File: config.mk
export PLATFORM = sky130hd
export DESIGN_NAME = cmp_rotator
export DESIGN_NICKNAME = d
export VERILOG_FILES = /design/src/rtl/cmp_rotator_pkg.sv /design/src/rtl/cmp_rotator_ctrl.sv /design/src/rtl/cmp_rotator_dp.sv /design/src/rtl/cmp_rotator.sv
export SDC_FILE = /design/constraint.sdc
export NUM_CORES = 1
export LEC_CHECK = 0
export ABC_CLOCK_PERIOD_IN_PS = 5400
export BUFFER_PORTS_ARGS = -buffer_cell sky130_fd_sc_hd__buf_4
export CORE_ASPECT_RATIO = 1.2
export CORE_MARGIN = 2
export CORE_UTILIZATION = 40
export CTS_CLUSTER_DIAMETER = 30
export DETAILED_ROUTE_END_ITERATION = 8
export PLACE_DENSITY = 0.78
export REMOVE_ABC_BUFFERS = 1
export SYNTH_ARGS = -nofsm -noshare
export SYNTH_HDL_FRONTEND = slang
export SYNTH_SLANG_ARGS = --single-unit
File: constraint.sdc
create_clock -name clk -period 5.4 [get_ports clk]
set_input_delay 0.81 -clock clk [delete_from_list [all_inputs] [get_ports clk]]
set_output_delay 0.81 -clock clk [all_outputs]
set_load 0.02 [all_outputs]
File: src/rtl/cmp_rotator_pkg.sv
`timescale 1ns/1ps
package cmp_rotator_pkg;
  // strobes passed from control to datapath; at most one is set
  typedef struct packed {
    logic doLoad;
    logic doRotRight;
    logic doRotLeft;
  } rotCmd_t;
endpackage

File: src/rtl/cmp_rotator_ctrl.sv
`timescale 1ns/1ps
module cmp_rotator_ctrl
  import cmp_rotator_pkg::*;
(
  input  logic    loadEn,
  input  logic    rotRight,
  input  logic    rotLeft,
  output rotCmd_t cmd
);
  always_comb begin
    cmd.doLoad     = loadEn;
    // opposing rotates cancel; a load masks both
    cmd.doRotRight = rotRight & ~rotLeft & ~loadEn;
    cmd.doRotLeft  = rotLeft & ~rotRight & ~loadEn;
  end
endmodule

File: src/rtl/cmp_rotator_dp.sv
`timescale 1ns/1ps
module cmp_rotator_dp
  import cmp_rotator_pkg::*;
#(
  parameter int WIDTH  = 128,
  parameter int SEG    = 32,
  parameter int CODE_W = 3
) (
  input  logic              clk,
  input  logic              rstN,
  input  rotCmd_t           cmd,
  input  logic [WIDTH-1:0]  loadData,
  input  logic [CODE_W-1:0] partCode,
  output logic [WIDTH-1:0]  q
);
  localparam int NSEG  = WIDTH / SEG;
  localparam int IDX_W = $clog2(WIDTH);

  logic [IDX_W-1:0] loIdx, hiIdx;
  logic [WIDTH-1:0] rightNext, leftNext;

  // field bounds from the partition code
  always_comb begin
    int c;
    c = int'(partCode);
    loIdx = '0;
    hiIdx = IDX_W'(WIDTH - 1);
    if (c >= 1 && c <= NSEG - 1) begin
      loIdx = IDX_W'(c * SEG);
    end else if (c >= NSEG && c <= 2 * NSEG - 2) begin
      hiIdx = IDX_W'(WIDTH - 1 - (c - NSEG + 1) * SEG);
    end
  end

  for (genvar i = 0; i < WIDTH; i++) begin : g_bit
    logic inCam;
    assign inCam = (IDX_W'(i) >= loIdx) && (IDX_W'(i) <= hiIdx);
    if (i == WIDTH - 1) begin : g_top
      assign rightNext[i] = (inCam && IDX_W'(i) == hiIdx) ? q[loIdx] : q[i];
    end else begin : g_mid
      assign rightNext[i] = !inCam ? q[i] :
                            (IDX_W'(i) == hiIdx) ? q[loIdx] : q[i+1];
    end
    if (i == 0) begin : g_bot
      assign leftNext[i] = (inCam && IDX_W'(i) == loIdx) ? q[hiIdx] : q[i];
    end else begin : g_low
      assign leftNext[i] = !inCam ? q[i] :
                           (IDX_W'(i) == loIdx) ? q[hiIdx] : q[i-1];
    end
  end

  always_ff @(posedge clk) begin
    if (!rstN)               q <= '0;
    else if (cmd.doLoad)     q <= loadData;
    else if (cmd.doRotRight) q <= rightNext;
    else if (cmd.doRotLeft)  q <= leftNext;
  end
endmodule

File: src/rtl/cmp_rotator.sv
`timescale 1ns/1ps
module cmp_rotator
  import cmp_rotator_pkg::*;
#(
  parameter int WIDTH  = 128,
  parameter int SEG    = 32,
  parameter int CODE_W = 3
) (
  input  logic              clk,
  input  logic              rstN,
  input  logic              loadEn,
  input  logic [WIDTH-1:0]  loadData,
  input  logic              rotRight,
  input  logic              rotLeft,
  input  logic [CODE_W-1:0] partCode,
  output logic [WIDTH-1:0]  cmpValue
);
  rotCmd_t cmd;

  cmp_rotator_ctrl u_ctrl (
    .loadEn   (loadEn),
    .rotRight (rotRight),
    .rotLeft  (rotLeft),
    .cmd      (cmd)
  );

  cmp_rotator_dp #(.WIDTH(WIDTH), .SEG(SEG), .CODE_W(CODE_W)) u_dp (
    .clk      (clk),
    .rstN     (rstN),
    .cmd      (cmd),
    .loadData (loadData),
    .partCode (partCode),
    .q        (cmpValue)
  );
endmodule

# Word level (Yosys, flattened, before mapping)
# Index checks and enable logic that the tools add are counted.
# word_totals
reg_bits	128
latch_bits	0
ramBits	0
romBits	0
in_bits	136
output_inout_bits	128
n_memories	0
# classes
n_addsub	3
multipliers	0
div	0
order_cmp	262
n_eq_ne	256
n_shift	0
n_mux	520
bitwise	7
n_reduce_logical	391
# op_table
op	count
$eq 7x7->1 const A	128
$mux 1	512
$eq 6x7->1 const A	64
$ge 7x7->1 const A	64
$le 7x7->1 const A	64
$mux 128	3
$reduce_and 2->1	126
$reduce_bool 2->1	126
$eq 5x7->1 const A	32
$ge 6x7->1 const A	32
$le 6x7->1 const A	32
$logic_and 1x1->1	132
$eq 4x7->1 const A	16
$ge 5x7->1 const A	16
$le 5x7->1 const A	16
$eq 3x7->1 const A	8
$ge 4x7->1 const A	8
$le 4x7->1 const A	8
$eq 2x7->1 const A	4
$ge 3x7->1 const A	4
$le 3x7->1 const A	4
$mux 7	3
$lt 7x8->1 const B	2
$bmux 1 s7	2
18 further kinds	33

# Depth between registers and ports, before layout
# logic_depth
depth_word	12
ltp_mapped	10
ltp_nobuf	7

# Cells and area by module
# Synthesis repeated with hierarchy kept, for this count alone.
# hier_totals
cells_unflattened	950
area_unflattened_um2	7594.8
# modules_own_cells
mod	n_inst	cells_per_inst	area_each_um2
cmp_rotator_dp	1	947	7572.3
cmp_rotator_ctrl	1	3	22.5

# Worst setup path after synthesis
# No wires, ideal clock.
# synth_path
path_type	in2reg
startpoint	input partCode[0]
endpoint	register u_dp.q[95]
arrival_time_ps	2476
t_required_ps	5275
setup_slack_ps	2799
path_stages	10
n_path_buf	3
cell_sequence	buf_2 > inv_1 > ha_1 > nand2b_1 > or2_1 > a31o_2 > buf_2 > buf_2 > o21ai_0 > a31oi_1
# synth_between
elab_chain_len	12
elab_cells_between_ends	30
classes_between	add/sub: 3; order compare: 6; eq/ne: 2; mux: 14; reduce/logical: 5
# synth_lines
item	line_no	rtl
start: declaration	cmp_rotator.sv:15	input logic [CODE_W-1:0] partCode,
$sub 2x1->2	cmp_rotator_dp.sv:31	hiIdx = IDX_W'(WIDTH - 1 - (c - NSEG + 1) * SEG);
$add 2x2->2	cmp_rotator_dp.sv:31	
$sub 1x7->7	cmp_rotator_dp.sv:31	
$mux 7	cmp_rotator_dp.sv:30	end else if (c >= NSEG && c <= 2 * NSEG - 2) begin
$mux 7	cmp_rotator_dp.sv:28	if (c >= 1 && c <= NSEG - 1) begin
$bmux 1 s7	cmp_rotator_dp.sv:48	(IDX_W'(i) == loIdx) ? q[hiIdx] : q[i-1];
$mux 1 (not written as such)	cmp_rotator_dp.sv:48	
$mux 1	cmp_rotator_dp.sv:48	
$mux 1	cmp_rotator_dp.sv:47	assign leftNext[i] = !inCam ? q[i] :
$mux 128	cmp_rotator_dp.sv:56	else if (cmd.doRotLeft) q <= leftNext;
$mux 128	cmp_rotator_dp.sv:55	else if (cmd.doRotRight) q <= rightNext;
$mux 128	cmp_rotator_dp.sv:54	else if (cmd.doLoad) q <= loadData;
end signal: assignment	cmp_rotator_dp.sv:54	
end signal: assignment	cmp_rotator_dp.sv:55	
end signal: assignment	cmp_rotator_dp.sv:56	
end: declaration	cmp_rotator_dp.sv:14	output logic [WIDTH-1:0] q
# Parallel ways exist; a longest one is shown, timed or not. The select of a mux whose other input is x is not followed.
# A chain may end at the register's enable or synchronous reset.

# Worst setup path in the final report
# layout_path
startpoint	input loadEn
endpoint	register u_dp.q[55]
# layout_between
elab_chain_len	4
elab_cells_between_ends	8
classes_between	mux: 2; bitwise: 3; reduce/logical: 3
# layout_lines
item	line_no	rtl
start: declaration	cmp_rotator.sv:11	input logic loadEn,
$not 1->1	cmp_rotator_ctrl.sv:13, cmp_rotator_ctrl.sv:14	
$and 1x1->1 (on tied branches)	cmp_rotator_ctrl.sv:14, cmp_rotator_ctrl.sv:13	
$reduce_bool 3->1 (no line) or $mux 128 (tied branches)	--	
$reduce_and 2->1 (no line) or $mux 128 (tied branches)	--	
# Parallel ways exist; a longest one is shown, timed or not.

==> metrics <==
RR Endpoint u_dp.q[96]$_SDFFE_PN0P_; Max Clock Freq 319.2 MHz; final cell count without fillers 1440; ordered cell list for the critical path buf_4, inv_6, buf_4, o21ai_4, buf_4, mux2i_1, nor2b_1; Seq/Total Area, Yosys 34.43%; skew final 6.658 ps; GRT overflow 0; DRC 0; CTS Root Buffer Type clkbuf_16; CTS Buffer Depth 2; worst skew pair latency 410 ps; Main synth FF type dfxtp_1; synth unique cells 48; Critical Path AT 3430 ps; antenna cells 0; WP data required 5700 ps; Netlist Area Pre-Place 0.007442 mm²; first-pass GRT wire length 36.76 mm; CP max-delay cell buf_4; DRT antenna net count 0; #FFs+latches synth 128; Yosys warning count 0; Cells after Synth 1003; area share of the largest cell type after synthesis 34.43%; minimum clock period 3133 ps; Final Cycle Share 58.02%; Setup violations, final 0; dpl hpwl 15.13 mm; CP Launch Type primary input; storage element area 0.002562 mm²; Avg Cell Area, Syn 7.420 µm²; hold path start u_dp.q[99]$_SDFFE_PN0P_; Fin Setup TNS 0 ps; Synth area leader dfxtp_1; reg-to-reg startpoint u_dp.q[127]$_SDFFE_PN0P_; clk sink count 128; CP max FO 109; fin util 55.09%; unrepaired setup endpoints after global routing false; Synth async-reset ratio 0%; Final Net Count 1341; H-tree Lvls 4; share of cells above drive strength 1 26.07%; row cnt 54; initial antenna violation count 0; Post-synth EDFFs 0; number of hold violations in the final report 0; Max VDD drop 192.0 µV; Initial Util 40.80%; CTS buffer count 17; CTS tree yes; most frequent cell after synthesis nand2_1; WL final 23.08 mm; clk slew on worst S/H paths 60 ps; Leak 4.245 nW; postcts setup bufs 0; Core Region 0.01824 mm²; Inst Count DP 1408; Worst Tran Pin Value 1187 ps; cell mode on critical path buf_4; fillers 1763; Placement Cell Area 0.009402 mm²; Hold EP u_dp.q[99]$_SDFFE_PN0P_; run status finished clean; top cells by area, synth dfxtp_1, nand2_1, o211ai_1, mux2i_1, a21boi_0; slowest stage delay, CP 890 ps; Final Instance Area 0.01005 mm²; CP Class in2reg; Most flops, register u_dp.q; Hold Path Class reg2reg; r2r setup slk 3970 ps; Boundary Pins 264; hold path depth 2; worst-case hold slack 497.0 ps; max reg flops 128; relative slew slack 20.85%; # port buffers 263; via count 7919; Top Registers u_dp.q (128); CTS resizes 0; Via density 5.499; initial DRC count 481; Vert. Die Dim 153.4 µm; hold buffers post-CTS 0; fin. max-slew vios 0; area growth from synthesis to layout 35.04%; total iterations of the first detailed-routing run 6; Die X 128.5 µm; GRT Total Usage 22.66%; Reg2Reg Depth 5; RePlAce Congestion 0.8425; vias in the first global route 7405; Cell Pwr Density 303.6 mW/mm²; largest net degree at the start of global routing 110; Post-synth top cells nand2_1, dfxtp_1, o211ai_1, nand3_1, a21boi_0; Die Area 0.01972 mm²; Max-Cap Viols 0; area of the multi-input gates 0.004501 mm²; routed length per placed instance 16.03 µm; Worst setup EP type register
## logic make-up (layout without fill, tap and decap cells)
kind of cell	Yosys count	count (layout)	share of synthesized area, %
adder cells (fa/ha/maj)	2	2	0.3362
multiplexers	63	63	8.490
AND/OR/NAND/NOR	458	458	26.66
flip-flops	128	128	34.43
AO/OA/AOI/OAI	257	257	24.34
buffers and inverters	94	307	5.515
XOR/XNOR	1	1	0.2186
## layer usage
metal	global-route usage (%)	routed length, µm	up-vias
li1	-	-	3901
met1	28.46	9904	3711
met2	37.69	11280	271
met3	5.670	1424	36
met4	7.816	471	0
met5	0	0	-
## critical path: cells and delay by family
kind	cells	cell delay [ps]
AOI/OAI and AO/OA	1	90
and+or+nand+nor	1	70
muxes	1	220
buffers and inverters	4	2040
## per-stage QoR
step                worst slack (ps)  power, mW
global route                    2125      3.195
finish                          2267      3.051
global placement                2012      1.803
CTS                             2356      3.085
floorplan                     -497.5      1.504
detailed placement              1902      1.817
## cells in the final DEF, fill, tap and decap left out, drive strengths merged, types with 2 or more instances in the layout
cell type / instances
nor2: 7
clkinvlp: 4
a21oi: 7
clkinv: 3
o21ai: 47
a31oi: 5
and3: 2
nand2: 306
o211ai: 93
dfxtp: 128
o2bb2ai: 2
mux2i: 62
nand3: 91
a21boi: 90
nor3b: 2
nor2b: 34
or2: 3
a211oi: 2
buf: 272
inv: 4
ha: 2
nand2b: 4
bufinv: 4
nand3b: 4
clkbuf: 20
## where the power goes
part | switching [mW] | total (mW) | internal [mW]
registers | 0.0908 | 1.12 | 1.02
logic | 0.376 | 0.681 | 0.304
clock network | 0.443 | 1.25 | 0.812
total | 0.910 | 3.05 | 2.14
## worst max path at each step
| stage | endpoint | slack, ps | startpoint | depth (start not counted) |
|---|---|---|---|---|
| after global placement | u_dp.q[122]$_SDFFE_PN0P_ | 2010 | loadEn | 6 |
| after CTS | u_dp.q[101]$_SDFFE_PN0P_ | 2360 | loadEn | 6 |
| after detailed placement | u_dp.q[101]$_SDFFE_PN0P_ | 1900 | loadEn | 6 |
| after floorplan | u_dp.q[64]$_SDFFE_PN0P_ | -500 | rotLeft | 5 |
| after global routing | u_dp.q[125]$_SDFFE_PN0P_ | 2130 | loadEn | 6 |
| final | u_dp.q[55]$_SDFFE_PN0P_ | 2270 | loadEn | 7 |
## cell type report
type	instances	area share [%]
clock buffers	20	4.644
clock inverters	12	1.805
inverters	3	0.1619
multi-input cells	781	44.78
flip-flops and latches	128	25.50
well taps	224	2.789
repair buffers	272	20.32
No activity file was read; power rests on OpenSTA's default activity.
